**src/rtl/rop_pkg.sv**
```systemverilog
// Package rop_pkg
// Shared names for the raster-op blend unit. It provides the minterm-coded
// function values used to program the unit, and the command bundle that is
// passed to the masking stage. No parameters are needed here.
package rop_pkg;

    // Function codes. Bit k enables the minterm whose {S,D} index equals k.
    typedef enum logic [3:0] {
        ROP_ZERO     = 4'h0,
        ROP_NOR      = 4'h1,
        ROP_NOT_D    = 4'h5,
        ROP_XOR      = 4'h6,
        ROP_AND      = 4'h8,
        ROP_XNOR     = 4'h9,
        ROP_PASS_D   = 4'hA,
        ROP_PASS_S   = 4'hC,
        ROP_OR       = 4'hE,
        ROP_ONES     = 4'hF
    } rop_func_e;

    // Mask enables for one destination write.
    typedef struct packed {
        logic left_en;
        logic right_en;
    } mask_cmd_t;

endpackage

```
**src/rtl/rop_ctrl_reg.sv**
```systemverilog
// Module rop_ctrl_reg
// Holds the control word and splits it into the function code and the two
// mask counts. The function sits in the top four bits, the left count in the
// second field from the bottom and the right count in the lowest field.
// Bits between these fields are stored nowhere.
// Assumes DATA_W >= 2*$clog2(DATA_W)+4.
module rop_ctrl_reg #(
    parameter int DATA_W = 16
) (
    input  logic                         clk_i,
    input  logic                         rst_ni,
    input  logic                         we_i,
    input  logic [DATA_W-1:0]            data_i,
    output logic [3:0]                   func_o,
    output logic [$clog2(DATA_W)-1:0]    lcnt_o,
    output logic [$clog2(DATA_W)-1:0]    rcnt_o
);
    localparam int CW = $clog2(DATA_W);

    logic [3:0]    func_q;
    logic [CW-1:0] lcnt_q;
    logic [CW-1:0] rcnt_q;

    // Load the fields on a control write; clear on reset.
    always_ff @(posedge clk_i) begin
        if (!rst_ni) begin
            func_q <= '0;
            lcnt_q <= '0;
            rcnt_q <= '0;
        end else if (we_i) begin
            func_q <= data_i[DATA_W-1 -: 4];
            lcnt_q <= data_i[2*CW-1 : CW];
            rcnt_q <= data_i[CW-1 : 0];
        end
    end

    assign func_o = func_q;
    assign lcnt_o = lcnt_q;
    assign rcnt_o = rcnt_q;
endmodule

```
**src/rtl/rop_src_fifo.sv**
```systemverilog
// Module rop_src_fifo
// Circular queue of source words. The head word is always presented
// combinationally. A pop advances the head and a push writes at the tail.
// Both may happen in the same cycle. There are no full or empty guards:
// the user keeps the number of live words within DEPTH, as the surrounding
// datapath does by construction.
module rop_src_fifo #(
    parameter int DATA_W = 16,
    parameter int DEPTH  = 16
) (
    input  logic              clk_i,
    input  logic              rst_ni,
    input  logic              push_i,
    input  logic [DATA_W-1:0] push_data_i,
    input  logic              pop_i,
    output logic [DATA_W-1:0] head_o
);
    localparam int AW = (DEPTH > 1) ? $clog2(DEPTH) : 1;
    localparam logic [AW-1:0] LAST = AW'(DEPTH - 1);

    logic [DATA_W-1:0] mem_q [DEPTH];
    logic [AW-1:0]     head_q;
    logic [AW-1:0]     tail_q;

    // Next pointer value with wrap for any depth.
    function automatic logic [AW-1:0] bump(input logic [AW-1:0] p);
        return (p == LAST) ? '0 : p + 1'b1;
    endfunction

    // Pointer bookkeeping; both pointers start at slot zero.
    always_ff @(posedge clk_i) begin
        if (!rst_ni) begin
            head_q <= '0;
            tail_q <= '0;
        end else begin
            if (pop_i)  head_q <= bump(head_q);
            if (push_i) tail_q <= bump(tail_q);
        end
    end

    // Storage write; the words themselves need no reset.
    always_ff @(posedge clk_i) begin
        if (push_i) mem_q[tail_q] <= push_data_i;
    end

    assign head_o = mem_q[head_q];
endmodule

```
**src/rtl/rop_minterm.sv**
```systemverilog
// Module rop_minterm
// Bitwise two-input Boolean function. For each bit, the pair {s,d} forms a
// two-bit index, and the function bit at that index is the output.
// This is the sum of the four enabled minterms. Purely combinational.
module rop_minterm #(
    parameter int DATA_W = 16
) (
    input  logic [3:0]        func_i,
    input  logic [DATA_W-1:0] src_i,
    input  logic [DATA_W-1:0] dst_i,
    output logic [DATA_W-1:0] res_o
);
    // One four-input selector per bit position.
    for (genvar b = 0; b < DATA_W; b++) begin : g_bit
        assign res_o[b] = func_i[{src_i[b], dst_i[b]}];
    end
endmodule

```
**src/rtl/rop_edge_mask.sv**
```systemverilog
// Module rop_edge_mask
// Builds the left and right edge masks from their counts and merges the raw
// result with the destination. A bit whose mask is 0 keeps the destination.
// The left mask is applied first and the right mask second. Combinational.
module rop_edge_mask
    import rop_pkg::*;
#(
    parameter int DATA_W = 16
) (
    input  mask_cmd_t                 cmd_i,
    input  logic [$clog2(DATA_W)-1:0] lcnt_i,
    input  logic [$clog2(DATA_W)-1:0] rcnt_i,
    input  logic [DATA_W-1:0]         raw_i,
    input  logic [DATA_W-1:0]         dst_i,
    output logic [DATA_W-1:0]         res_o
);
    localparam logic [DATA_W-1:0] ALL_ONES = {DATA_W{1'b1}};
    localparam logic [DATA_W-1:0] TOP_BIT  = {1'b1, {(DATA_W-1){1'b0}}};

    logic [DATA_W-1:0] left_m;
    logic [DATA_W-1:0] right_m;
    logic [DATA_W-1:0] after_left;

    // Left edge: zero-filling right shift of all ones.
    assign left_m  = ALL_ONES >> lcnt_i;
    // Right edge: sign-filling right shift of the top bit alone.
    assign right_m = DATA_W'($signed(TOP_BIT) >>> rcnt_i);

    // Apply the left mask, then the right mask, to the raw result.
    always_comb begin
        after_left = cmd_i.left_en ? ((raw_i & left_m) | (dst_i & ~left_m)) : raw_i;
        res_o      = cmd_i.right_en ? ((after_left & right_m) | (dst_i & ~right_m))
                                    : after_left;
    end
endmodule

```
**src/rtl/rop_blend_unit.sv**
```systemverilog
// Module rop_blend_unit
// Top of the raster-op blend unit. A destination write picks a source, which
// is the queue head or, in line mode, the replicated pixel bit. It combines
// source and destination through the programmed function, applies the edge
// masks, and latches the result. It may also append the result to the queue.
// Outside line mode the popped word is kept in the source latch.
// Assumes the caller never holds more than FIFO_DEPTH live words.
module rop_blend_unit
    import rop_pkg::*;
#(
    parameter int DATA_W     = 16,
    parameter int FIFO_DEPTH = 16
) (
    input  logic                      clk_i,
    input  logic                      rst_ni,
    input  logic                      ctrl_we_i,
    input  logic [DATA_W-1:0]         ctrl_data_i,
    input  logic                      src_push_i,
    input  logic [DATA_W-1:0]         src_data_i,
    input  logic                      dst_we_i,
    input  logic                      dst_wb_i,
    input  logic [DATA_W-1:0]         dst_data_i,
    input  logic                      lmask_en_i,
    input  logic                      rmask_en_i,
    input  logic                      line_i,
    input  logic                      pixel_i,
    input  logic                      out_sel_i,
    input  logic [$clog2(DATA_W)-1:0] pix_addr_i,
    output logic [DATA_W-1:0]         word_o,
    output logic                      pix_o
);
    localparam int CW = $clog2(DATA_W);
    localparam logic [CW-1:0] MSB_IDX = CW'(DATA_W - 1);

    logic [3:0]        func_q;
    logic [CW-1:0]     lcnt_q;
    logic [CW-1:0]     rcnt_q;
    logic [DATA_W-1:0] head_w;
    logic [DATA_W-1:0] src_w;
    logic [DATA_W-1:0] raw_w;
    logic [DATA_W-1:0] masked_w;
    logic [DATA_W-1:0] logic_q;
    logic [DATA_W-1:0] fifo_q;
    logic              pop_w;
    logic              wb_w;
    logic              push_w;
    logic [DATA_W-1:0] push_data_w;
    mask_cmd_t         mcmd_w;

    rop_ctrl_reg #(.DATA_W(DATA_W)) ctrl_i (
        .clk_i  (clk_i),
        .rst_ni (rst_ni),
        .we_i   (ctrl_we_i),
        .data_i (ctrl_data_i),
        .func_o (func_q),
        .lcnt_o (lcnt_q),
        .rcnt_o (rcnt_q)
    );

    // Queue traffic: pop on a normal blend; write-back takes the write port.
    always_comb begin
        pop_w       = dst_we_i && !line_i;
        wb_w        = dst_we_i && dst_wb_i;
        push_w      = wb_w || src_push_i;
        push_data_w = wb_w ? masked_w : src_data_i;
    end

    rop_src_fifo #(.DATA_W(DATA_W), .DEPTH(FIFO_DEPTH)) fifo_i (
        .clk_i       (clk_i),
        .rst_ni      (rst_ni),
        .push_i      (push_w),
        .push_data_i (push_data_w),
        .pop_i       (pop_w),
        .head_o      (head_w)
    );

    // Source choice: replicated pixel in line mode, otherwise queue head.
    assign src_w = line_i ? {DATA_W{pixel_i}} : head_w;

    rop_minterm #(.DATA_W(DATA_W)) fn_i (
        .func_i (func_q),
        .src_i  (src_w),
        .dst_i  (dst_data_i),
        .res_o  (raw_w)
    );

    assign mcmd_w = '{left_en: lmask_en_i, right_en: rmask_en_i};

    rop_edge_mask #(.DATA_W(DATA_W)) mask_i (
        .cmd_i  (mcmd_w),
        .lcnt_i (lcnt_q),
        .rcnt_i (rcnt_q),
        .raw_i  (raw_w),
        .dst_i  (dst_data_i),
        .res_o  (masked_w)
    );

    // Result and source latches, written only by a destination write.
    always_ff @(posedge clk_i) begin
        if (!rst_ni) begin
            logic_q <= '0;
            fifo_q  <= '0;
        end else if (dst_we_i) begin
            logic_q <= masked_w;
            if (!line_i) fifo_q <= head_w;
        end
    end

    // Read ports: latch selector and MSB-first pixel pick.
    assign word_o = out_sel_i ? fifo_q : logic_q;
    assign pix_o  = logic_q[MSB_IDX - pix_addr_i];
endmodule

```
**config.mk**
```make
export PLATFORM = sky130hd
export DESIGN_NAME = rop_blend_unit
export DESIGN_NICKNAME = d
export VERILOG_FILES = /design/src/rtl/rop_pkg.sv /design/src/rtl/rop_ctrl_reg.sv /design/src/rtl/rop_src_fifo.sv /design/src/rtl/rop_minterm.sv /design/src/rtl/rop_edge_mask.sv /design/src/rtl/rop_blend_unit.sv
export SDC_FILE = /design/constraint.sdc
export NUM_CORES = 1
export LEC_CHECK = 0
export BUFFER_PORTS_ARGS = -buffer_cell sky130_fd_sc_hd__buf_2
export CAP_MARGIN = 20
export CORE_ASPECT_RATIO = 1.1
export CORE_MARGIN = 1.5
export CORE_UTILIZATION = 50
export DETAILED_ROUTE_END_ITERATION = 8
export GPL_TIMING_DRIVEN = 0
export PLACE_DENSITY = 0.71
export SYNTH_ARGS = -nofsm -noshare
export SYNTH_HDL_FRONTEND = slang
export SYNTH_SLANG_ARGS = --single-unit
```
**constraint.sdc**
```tcl
create_clock -name clk_i -period 3.4 [get_ports clk_i]
set_clock_uncertainty 0.15 [all_clocks]
set_input_delay 0.51 -clock clk_i [delete_from_list [all_inputs] [get_ports clk_i]]
set_output_delay 0.51 -clock clk_i [all_outputs]
set_load 0.005 [all_outputs]
```
Yosys cells after proc, flatten, opt, wreduce, memory -nomap -nowiden --
Memory sizes are Yosys's and may differ from the RTL's. A register that Yosys moved wholly into a read port is not among the register bits. Index checks and enable logic that the tools add are counted.
Storage, ports and cells: flip-flop bits (word level) 52, RAM bits 256, output and inout bits 17, logic and storage cells 91, memories kept 1
Memories:
- fifo_i.mem_q | depth 16, bits a word 16, read ports 1, clocked after memory_dff 1, write ports 1, RTL line rop_src_fifo.sv:21 | logic [DATA_W-1:0] mem_q [DEPTH];
Cells by class: add/sub/neg operators 3, order comparisons 17, equality and inequality tests 2, shifts and indexed selects 2, mux-type cells 45, bitwise gates (word level) 9, reductions and logical operators 5
Operators by type and width (number):
- $mux 16 | 5
- $and 16x16->16 | 4
- $lt 2x3->1 const B | 16
- $bmux 1 s2 | 16
- $not 16->16 | 2
- $or 16x16->16 | 2
- $mux 1 | 19
- $mux 4 | 4
- $shr 16x4->16 const A | 1
- $sshr 16x4->16 const A | 1
- $add 4x1->4 const B | 2
- $eq 4x4->1 const B | 2
- $lt 4x5->1 const B | 1
- $bmux 1 s4 | 1
- $sub 4x4->4 const A | 1
- $logic_and 1x1->1 | 2
- $reduce_and 2->1 | 1
- $logic_not 1->1 | 1
- $logic_or 1x1->1 | 1
- $not 1->1 | 1

Depth between registers and ports, before layout --
Gate-level depths: netlist of run 1.
depth in word-level cells 10, mapped depth 9, depth with buffers taken out 6

Cells and area by module --
Synthesis of run 1 repeated with hierarchy kept, for this count alone.
Second synthesis, totals: cell total of the unflattened synthesis 793, area, all modules 13513.0 µm²
By module, submodules not included:
- rop_src_fifo | times used 1, cells an instance 462, area each 10236.1 µm², sequential area each 7927.6 µm²
- rop_blend_unit | times used 1, cells an instance 201, area each 1888.1 µm², sequential area each 640.6 µm²
- rop_edge_mask | times used 1, cells an instance 72, area each 525.5 µm², sequential area each 0.0 µm²
- rop_ctrl_reg | times used 1, cells an instance 38, area each 450.4 µm², sequential area each 240.2 µm²
- rop_minterm | times used 1, cells an instance 20, area each 412.9 µm², sequential area each 0.0 µm²

Least setup slack after synthesis of run 1 --
Ideal clock, no wire load.
kind input port to flip-flop, start in dst_we_i, end mem fifo_i.mem_q[3][0] (enable), setup time 0.409 ns, arrival 2.530 ns, required time 2.841 ns, slack 0.311 ns, cell stages on the path 6, cell sequence clkbuf_1 nand2_1 nand2b_1 clkbuf_1 nand2_1 nor3_1
On the way: word-level cells in the longest chain between the ends 4
RTL lines:
- start: declaration | RTL line rop_blend_unit.sv:20 | input logic dst_we_i,
- $logic_and 1x1->1 | RTL line rop_blend_unit.sv:63 | wb_w = dst_we_i && dst_wb_i;
- $logic_or 1x1->1 | RTL line rop_blend_unit.sv:64 | push_w = wb_w || src_push_i;
- $mux 1 | RTL line rop_src_fifo.sv:43 | if (push_i) mem_q[tail_q] <= push_data_i;
- $mux 1 (implied by the code) | RTL line rop_src_fifo.sv:43
- end: declaration | RTL line rop_src_fifo.sv:21
No other way between the ends.

==> impl_metrics.toml, run 1 <==
[placement]
place_ws_ps = -229
hpwl_mm = 26.4
globalplace.congestion = 0.920
port_buffers = 70

[sta]
finalSetupTns_ps = 0
setup_violations = 0
min_period_ps = 3250
relSlewSlack = 0.342
rsz0062_at_grt = "false"
fin_hold_ws_ps = 68.5
hold_viol = 0
worst_slew_pin_slew_ps = 982
post-route-period-util = 0.956
layout_setup_ws_ps = 151
final_max_slew_viol_count = 0
fmax_mhz = 308

[clocking]
clkTransAtPathRegs_ps = 60
cts_root_buf = "clkbuf_16"
clk_latency_ps = 550
cts_max_level = 1
cts_setup_buffers = 0
cts_tree = "done"
cts_buffer_depth = 3
cts_hold_buf = 0
clock-sinks = 312
numCtsBuffers = 30

[critical_path]
setup.worst_path.class = "flip-flop to flip-flop"
arrival_ps = 3340
end_kind = "flip-flop"
worstPathRequired_ps = 3490
rr_worst_depth = 8
path_max_fanout = 16
r2r_setup_slack_ps = 150
crit_path_start_kind = "flip-flop"

[grt]
grt_antenna_before_repair = 0
grt_max_degree = 17
grt_first_pass_wirelength_mm = 55.0
grt_use_met1 = 0.345
track_usage = 0.261
met3_usage = 0.0293
gr-usage-met2 = 0.438
grt_pass1_vias = 8833
top_usage_layer = "met2"
overflow = 0

[routing]
drc_errors = 0
drtIter0Drc = 1234
viasPerCell = 6.15
via_count = 9168
totalWireLength_mm = 37.6
dr.pass1.iters = 5
drtAntennaViolNets = 0
wire_per_inst_um = 25.2

[power]
ir_drop_v = 0.000384
p_per_area_nw_per_um2 = 520
leakagePower_nw = 5.59

[logic_synthesis]
synth_area_um2 = 13900
postSynthCellCount = 981
ys_types = 66
synth_ff_type = "edfxtp_1"
syn-num-nets = 1049
yosysSeqAreaShare = 0.632
synth_warnings = 0
async_flop_share = 0
synth_edf_count = 256
avgSynthCellArea_um2 = 14.2
ys_seq_elements = 312

[floorplanning]
fp.dieW_um = 162
core_area_um2 = 27200
io_pins = 80
die_h_um = 178
die_area_um2 = 28900
start_util = 0.513
rows = 63

[min_path]
worstHoldPathType = "primary input to flip-flop"
min_delay_path_depth = 3

[final_layout]
drive_above_1_share = 0.231
mostFrequentLayoutCell = "edfxtp_1"
multiInputGateArea_um2 = 4850
fill_cells = 2039
most-common-layout-cells = "256 x edfxtp_1, 124 x mux2i_1, 81 x buf_2, 68 x nand2_1, 56 x dfxtp_1"
area.sequential_um2 = 8810
nNetsFinal = 1180
antenna_cells = 0
syn2layout_area_growth_pct = 16.2

[outcome]
status = "complete, no violations"

[job]
cap_viol_max_count = 0
cell families (layout without fill, tap and decap cells):
logic type / after synthesis / after routing / share of synthesized area
DFF: 312 / 312 / 0.632
AOI/OAI and AO/OA: 208 / 208 / 0.110
and+or+nand+nor: 194 / 194 / 0.0661
muxes: 180 / 180 / 0.156
buffers and inverters: 78 / 231 / 0.0295
adders and majority gates: 5 / 5 / 0.00449
xor gates and xnor gates: 4 / 4 / 0.00251
per-stage QoR:
step | cell area (µm²) | cells | util | total power, mW
6_report | 16200 | 1491 | 0.596 | 8.43
5_1_grt | 16200 | 1491 | 0.596 | 8.68
4_1_cts | 16200 | 1486 | 0.594 | 8.43
3_5_place_dp | 15200 | 1432 | 0.558 | 5.22
3_3_place_gp | 14700 | 1408 | 0.542 | 5.17
2_1_floorplan | 13900 | 981 | - | 4.90
repair_timing:
action | CTS | global route
resized for setup | 4 | 2
pin swaps | 0 | 0
setup endpoints to repair | 56 | 10
critical path, cell delays in order (launching register included):
cell     delay (ps)
dfxtp_1         330
buf_6           140
buf_8           170
mux4_2          520
mux2i_1         220
a21oi_1         170
a21oi_1         230
mux2_2          380
a21oi_2         610
where the power goes:
part / leakage (nW) / internal [mW] / switching (mW)
Sequential: 2.78 / 4.28 / 0.0547
Combinational: 2.35 / 0.316 / 0.524
Clock: 0.467 / 1.89 / 1.38
Total: 5.59 / 6.48 / 1.95
metal layers:
metal	up-vias	routed length, µm
met2	473	18100
met3	84	2870
met5	-	0
met1	4515	15200
li1	4096	-
met4	0	1480
cell type report:
class,instances,area share
Timing Repair Buffer,99,0.0457
Clock buffer,39,0.0497
Inverter,13,0.00301
Sequential cell,312,0.543
Clock inverter,15,0.00903
Tap cell,357,0.0276
Multi-Input combinational cell,591,0.299
Buffer,65,0.0224
cell usage after synthesis (7+ instances only):
cell type	number	area, µm²
o31ai_2	10	125
mux2i_1	124	1240
a31oi_1	12	75.1
dfxtp_1	56	1120
buf_6	7	78.8
o311a_1	7	70.1
mux2_2	26	293
and2_1	7	43.8
clkbuf_1	39	146
o22ai_1	8	50.1
o221ai_1	8	70.1
o21ai_0	23	115
buf_2	10	50.1
o31ai_1	10	75.1
a32oi_1	8	70.1
edfxtp_1	256	7690
nor2_1	45	169
inv_1	11	41.3
nand2b_1	12	75.1
nor2b_1	18	113
a22oi_1	42	315
and3_1	23	144
mux4_2	27	608
a21oi_1	35	175
nand2_1	68	255
path summary, 6_finish.rpt:
| kind | startpoint | to |
|---|---|---|
| worst max register to register | flip-flop | fifo_i.mem_q[1][11] |
| worst min-delay path | ctrl_data_i[6] | ctrl_i.lcnt_o[2] |
| worst max-delay path | flip-flop | fifo_i.mem_q[1][11] |
| worst min register to register | fifo_q[10] | fifo_q[10] |
registers in the layout, indices dropped and copies added (netlist names), named ones only:
signal and flops:
ctrl_i.func_o 4, ctrl_i.lcnt_o 4, ctrl_i.rcnt_o 4, fifo_i.head_q 4, fifo_i.mem_q 256, fifo_i.tail_q 4, fifo_q 16, logic_q 16
Power figures use the tool's default switching activity.
==> run 2: changes to the inputs <==
Settings changed: BUFFER_PORTS_ARGS -buffer_cell sky130_fd_sc_hd__buf_2 to -buffer_cell sky130_fd_sc_hd__clkbuf_2.
==> run 2 against run 1 <==
Critical endpoint is now fifo_i.mem_q[3][4]; routed wire length rose by 1.3%; worst setup slack got worse by 31 ps; clock power rose by 9.5%; critical path type unchanged; fmax fell by 0.96%; flip-flop and latch count did not move; die area did not move; total power rose by 3.8%; cell area rose by 0.93%; count of clock-buffer cells in the layout fell by 4; first-iteration DRC count fell by 15%; via count rose by 0.81%.
==> impl_metrics.toml, run 2 (same netlist as run 1, synthesis figures left out) <==
[placement]
hpwl_mm = 26.8
globalplace.congestion = 0.922
place_ws_ps = -214
port_buffers = 70

[clocking]
clkTransAtPathRegs_ps = 70
cts_root_buf = "clkbuf_16"
cts_max_level = 1
cts_tree = "done"
clock-sinks = 312
cts_buffer_depth = 3
clk_latency_ps = 550
numCtsBuffers = 30

[sta]
layout_setup_ws_ps = 119
fmax_mhz = 305
final_max_slew_viol_count = 0
fin_hold_ws_ps = 67.3
finalSetupTns_ps = 0
post-route-period-util = 0.965
worst_slew_pin_slew_ps = 998
rsz0062_at_grt = "false"
relSlewSlack = 0.328
min_period_ps = 3280
hold_viol = 0
setup_violations = 0

[floorplanning]
fp.dieW_um = 162
core_area_um2 = 27200
die_h_um = 178
io_pins = 80
rows = 63
die_area_um2 = 28900
start_util = 0.513

[critical_path]
path_max_fanout = 16
arrival_ps = 3370
end_kind = "flip-flop"
worstPathRequired_ps = 3490
crit_path_start_kind = "flip-flop"
setup.worst_path.class = "flip-flop to flip-flop"

[grt]
overflow = 0
track_usage = 0.262
grt_pass1_vias = 8856
grt_antenna_before_repair = 0
grt_max_degree = 17
grt_first_pass_wirelength_mm = 55.6

[routing]
drtIter0Drc = 1046
drc_errors = 0
drtAntennaViolNets = 0
wire_per_inst_um = 25.6
viasPerCell = 6.20
totalWireLength_mm = 38.1
via_count = 9242
dr.pass1.iters = 8

[final_layout]
largest_reg_flops = 256
nNetsFinal = 1178
utilization = 0.602
most-common-layout-cells = "256 x edfxtp_1, 124 x mux2i_1, 70 x clkbuf_2, 68 x nand2_1, 56 x dfxtp_1"
syn2layout_area_growth_pct = 17.3
fill_cells = 2031
drive_above_1_share = 0.235
mostFrequentLayoutCell = "edfxtp_1"
antenna_cells = 0
reg_top3 = "fifo_i.mem_q: 256 flops, fifo_q: 16 flops, logic_q: 16 flops"
largest_register = "fifo_i.mem_q"

[job]
cap_viol_max_count = 0

[outcome]
status = "complete, no violations"

[power]
finalPower_mw = 8.76
ir_drop_v = 0.000374
p_per_area_nw_per_um2 = 535
leakagePower_nw = 5.63

[min_path]
worstHoldPathType = "primary input to flip-flop"
[run 2: per-stage QoR]
stage	area, µm²	cells
2_1_floorplan	13900	981
3_3_place_gp	14700	1408
3_5_place_dp	15200	1432
4_1_cts	16300	1488
5_1_grt	16400	1491
6_report	16400	1491
[run 2: final cells by class]
type	count	area (µm²)	area share
multi-input combinational	591	4860	0.297
clock inverter	21	275	0.0168
tap	357	447	0.0273
clock buffer	35	791	0.0483
inverter	13	48.8	0.00298
buffer	65	363	0.0222
sequential	312	8810	0.538
timing repair buffer	97	767	0.0469
[run 2: per-layer routing]
layer / vias to the layer above / global-route usage / routed length [µm] / part of all wire
li1: 4091 / - / - / -
met1: 4589 / 0.336 / 15200 / 0.40
met4: 0 / 0.0944 / 1400 / 0.037
met3: 91 / 0.0342 / 2750 / 0.072
met5: - / 0 / 0 / 0
met2: 471 / 0.458 / 18800 / 0.49
[run 2: critical path: stages (launching register included)]
cell,delay [ps]
dfxtp_1,330
buf_6,150
buf_8,170
mux4_2,510
mux2i_1,180
a21oi_1,170
a21oi_1,250
mux2_2,390
a21oi_2,650
[run 2: power by group]
group	leakage, nW	switching, mW	internal, mW
Sequential	2.78	0.0556	4.28
Combinational	2.35	0.533	0.319
Clock	0.497	1.44	2.13
Total	5.63	2.03	6.72
[run 2: timing repair]
action / CTS / global route
endpoints found under the setup margin: 80 / 32
resized for setup: 5 / 2
hold buffers: 0 / 0
setup buffers: 0 / 0
hold endpoints to repair: 0 / 0
[run 2: final timing paths]
path | cells after the start | end | slack, ps | start
setup / recovery | 8 | fifo_i.mem_q[3][4] | 120 | flip-flop
hold / removal | 3 | ctrl_i.func_o[1] | 70 | ctrl_data_i[13]
setup reg to reg | 8 | fifo_i.mem_q[3][4] | 120 | flip-flop
hold reg to reg | 2 | fifo_q[13] | 310 | fifo_q[13]
==> run 3: changes to the inputs <==
Settings changed: ABC_AREA from default to 1.
==> run 3 against run 2 <==
First-iteration DRC count increased by 18%; cell area increased by 1.4%; worst setup slack improved by 42 ps; synthesized cell count increased by 66%; total power increased by 0.14%; die area increased by 3.0%; critical endpoint is now fifo_i.mem_q[2][15].
==> impl_metrics.toml, run 3 <==
[job]
cap_viol_max_count = 0

[critical_path]
crit_path_end = "fifo_i.mem_q[2][15]"
rr_worst_depth = 13
worstPathRequired_ps = 3650
crit_path_start_kind = "flip-flop"
r2r_setup_slack_ps = 160
end_kind = "flip-flop"
path_max_fanout = 13
r2r-end = "fifo_i.mem_q[2][15]"
setup.worst_path.class = "flip-flop to flip-flop"
arrival_ps = 3480

[final_layout]
final_cells = 2145
area.sequential_um2 = 8810
antenna_cells = 0
most-common-layout-cells = "548 x nand2_1, 256 x edfxtp_1, 203 x inv_1, 191 x nand3_1, 109 x o21ai_0"
syn2layout_area_growth_pct = 15.4
utilization = 0.592
largest_register = "fifo_i.mem_q"
nNetsFinal = 1826
largest_reg_flops = 256
reg_top3 = "fifo_i.mem_q: 256 flops, fifo_q: 16 flops, logic_q: 16 flops"
fill_cells = 2437
mostFrequentLayoutCell = "nand2_1"
drive_above_1_share = 0.113
multiInputGateArea_um2 = 4580

[routing]
drc_errors = 0
viasPerCell = 5.43
totalWireLength_mm = 41.0
wire_per_inst_um = 19.1
dr.pass1.iters = 5
drtIter0Drc = 1233
via_count = 11600
drtAntennaViolNets = 0

[grt]
grt_max_degree = 17
grt_antenna_before_repair = 0
grt_first_pass_wirelength_mm = 62.6
overflow = 0
grt_pass1_vias = 11200
track_usage = 0.279

[logic_synthesis]
synth_warnings = 0
synth_ff_type = "edfxtp_1"
postSynthCellCount = 1630
synth_area_um2 = 14400
ys_seq_elements = 312
synth_edf_count = 256
synth.largest_area_cell = "edfxtp_1"
avgSynthCellArea_um2 = 8.82
synth.top_cell.area_share = 0.535
synth.most_common_cell = "nand2_1"
yosysSeqAreaShare = 0.613
syn-num-nets = 1698
ys_top_cells_by_area = "edfxtp_1 53%, nand2_1 14%, dfxtp_1 7.8%"
ys_types = 28
async_flop_share = 0
synth_top_cells_by_count = "548 x nand2_1, 256 x edfxtp_1, 203 x inv_1, 191 x nand3_1, 109 x o21ai_0"

[clocking]
clock-sinks = 312
cts_root_buf = "clkbuf_16"
clk_latency_ps = 570
cts_tree = "done"
numCtsBuffers = 31
cts_setup_buffers = 0
cts_buffer_depth = 3
cts_hold_buf = 0
cts_max_level = 1
clkTransAtPathRegs_ps = 60
post_cts_resized = 1

[floorplanning]
core_area_um2 = 28000
die_area_um2 = 29800
rows = 64
start_util = 0.513
die_h_um = 181
io_pins = 80
fp.dieW_um = 165

[sta]
hold_viol = 0
post-route-period-util = 0.953
fmax_mhz = 309
setup_violations = 0
layout_setup_ws_ps = 161
final_max_slew_viol_count = 0
rsz0062_at_grt = "false"
relSlewSlack = 0.335
worst_slew_pin_slew_ps = 996
min_period_ps = 3240

[power]
p_switching_mw = 2.28
p_int_mw = 6.49
p_sw_frac = 0.260
ir_drop_v = 0.000619
seqPwrFrac = 0.494
p_per_area_nw_per_um2 = 528
p_clk_frac = 0.378
leakagePower_nw = 7.21
combPwrFrac = 0.128

[placement]
globalplace.congestion = 0.914
place_ws_ps = -39.9
hpwl_mm = 29.2
port_buffers = 74
dpl.cell_count = 2088

[min_path]
worstHoldPathType = "primary input to flip-flop"

[outcome]
status = "complete, no violations"
==> run 3: changes by cell type in the layout (fill, tap and decap cells not counted), sizes merged, moves of 42 or more <==
cell   change
a22oi     -42
o21ai     +91
nand3    +185
nor2      +43
mux2i    -124
inv      +191
nand2    +481
==> run 3: metal layers <==
layer | vias to the layer above | GRT usage | wire length [µm]
li1 | 5568 | - | -
met1 | 5417 | 0.373 | 16400
met2 | 545 | 0.459 | 19300
met3 | 114 | 0.0383 | 3390
met4 | 0 | 0.111 | 1830
met5 | - | 0 | 0
==> run 3: per-stage QoR <==
step	TNS [ps]	cell area (µm²)	total power [mW]	hold slack, ps
after floorplan	0	14400	5.04	327
after global placement	-114290	15200	5.44	356
after detailed placement	-610	15600	5.50	364
after CTS	0	16600	8.76	6.20
after global routing	0	16600	9.05	22.6
final	0	16600	8.77	18.7
==> run 3: worst min-delay path by stage <==
stage	start	slack [ps]	cells after the start	end
2_1_floorplan	ctrl_i.rcnt_o[3]	330	2	ctrl_i.rcnt_o[3]
3_3_place_gp	ctrl_i.rcnt_o[3]	360	2	ctrl_i.rcnt_o[3]
3_5_place_dp	ctrl_i.rcnt_o[3]	360	2	ctrl_i.rcnt_o[3]
4_1_cts	ctrl_data_i[0]	6	3	ctrl_i.rcnt_o[0]
5_1_grt	ctrl_data_i[5]	20	3	ctrl_i.lcnt_o[1]
6_report	ctrl_data_i[5]	20	3	ctrl_i.lcnt_o[1]
==> run 3: final cells by class <==
cell class              count  area share
plain buffers              78      0.0200
clock buffers              46      0.0539
clock inverters            11     0.00498
inverters                 205      0.0464
multi-input cells        1035       0.276
flip-flops and latches    312       0.531
well taps                 363      0.0274
repair buffers             95      0.0406
==> run 3: cells by family after synthesis <==
group                      synth area share
and+or+nand+nor                       0.241
xor gates and xnor gates            0.00122
DFF                                   0.613
AOI/OAI and AO/OA                    0.0640
buffers and inverters                0.0764
adders and majority gates           0.00435
==> run 3: power groups by stage <==
stage / clock network (mW) / registers, mW / logic (mW)
final: 3.31 / 4.33 / 1.12
after global routing: 3.48 / 4.34 / 1.23
after CTS: 3.33 / 4.33 / 1.10
after detailed placement: 0 / 4.41 / 1.09
after global placement: 0 / 4.42 / 1.02
after floorplan: 0 / 4.40 / 0.639
==> run 3: critical path: stages, from the launching register on <==
cell and delay, ps:
dfxtp_1 340, inv_2 190, clkbuf_1 530, nand2_1 130, nand3_1 120, nand3_1 110
nand3_1 180, nand2_1 180, nand2_1 140, nand3_1 80, nand3_1 110, nand2_1 90
o21ai_1 410, buf_4 310
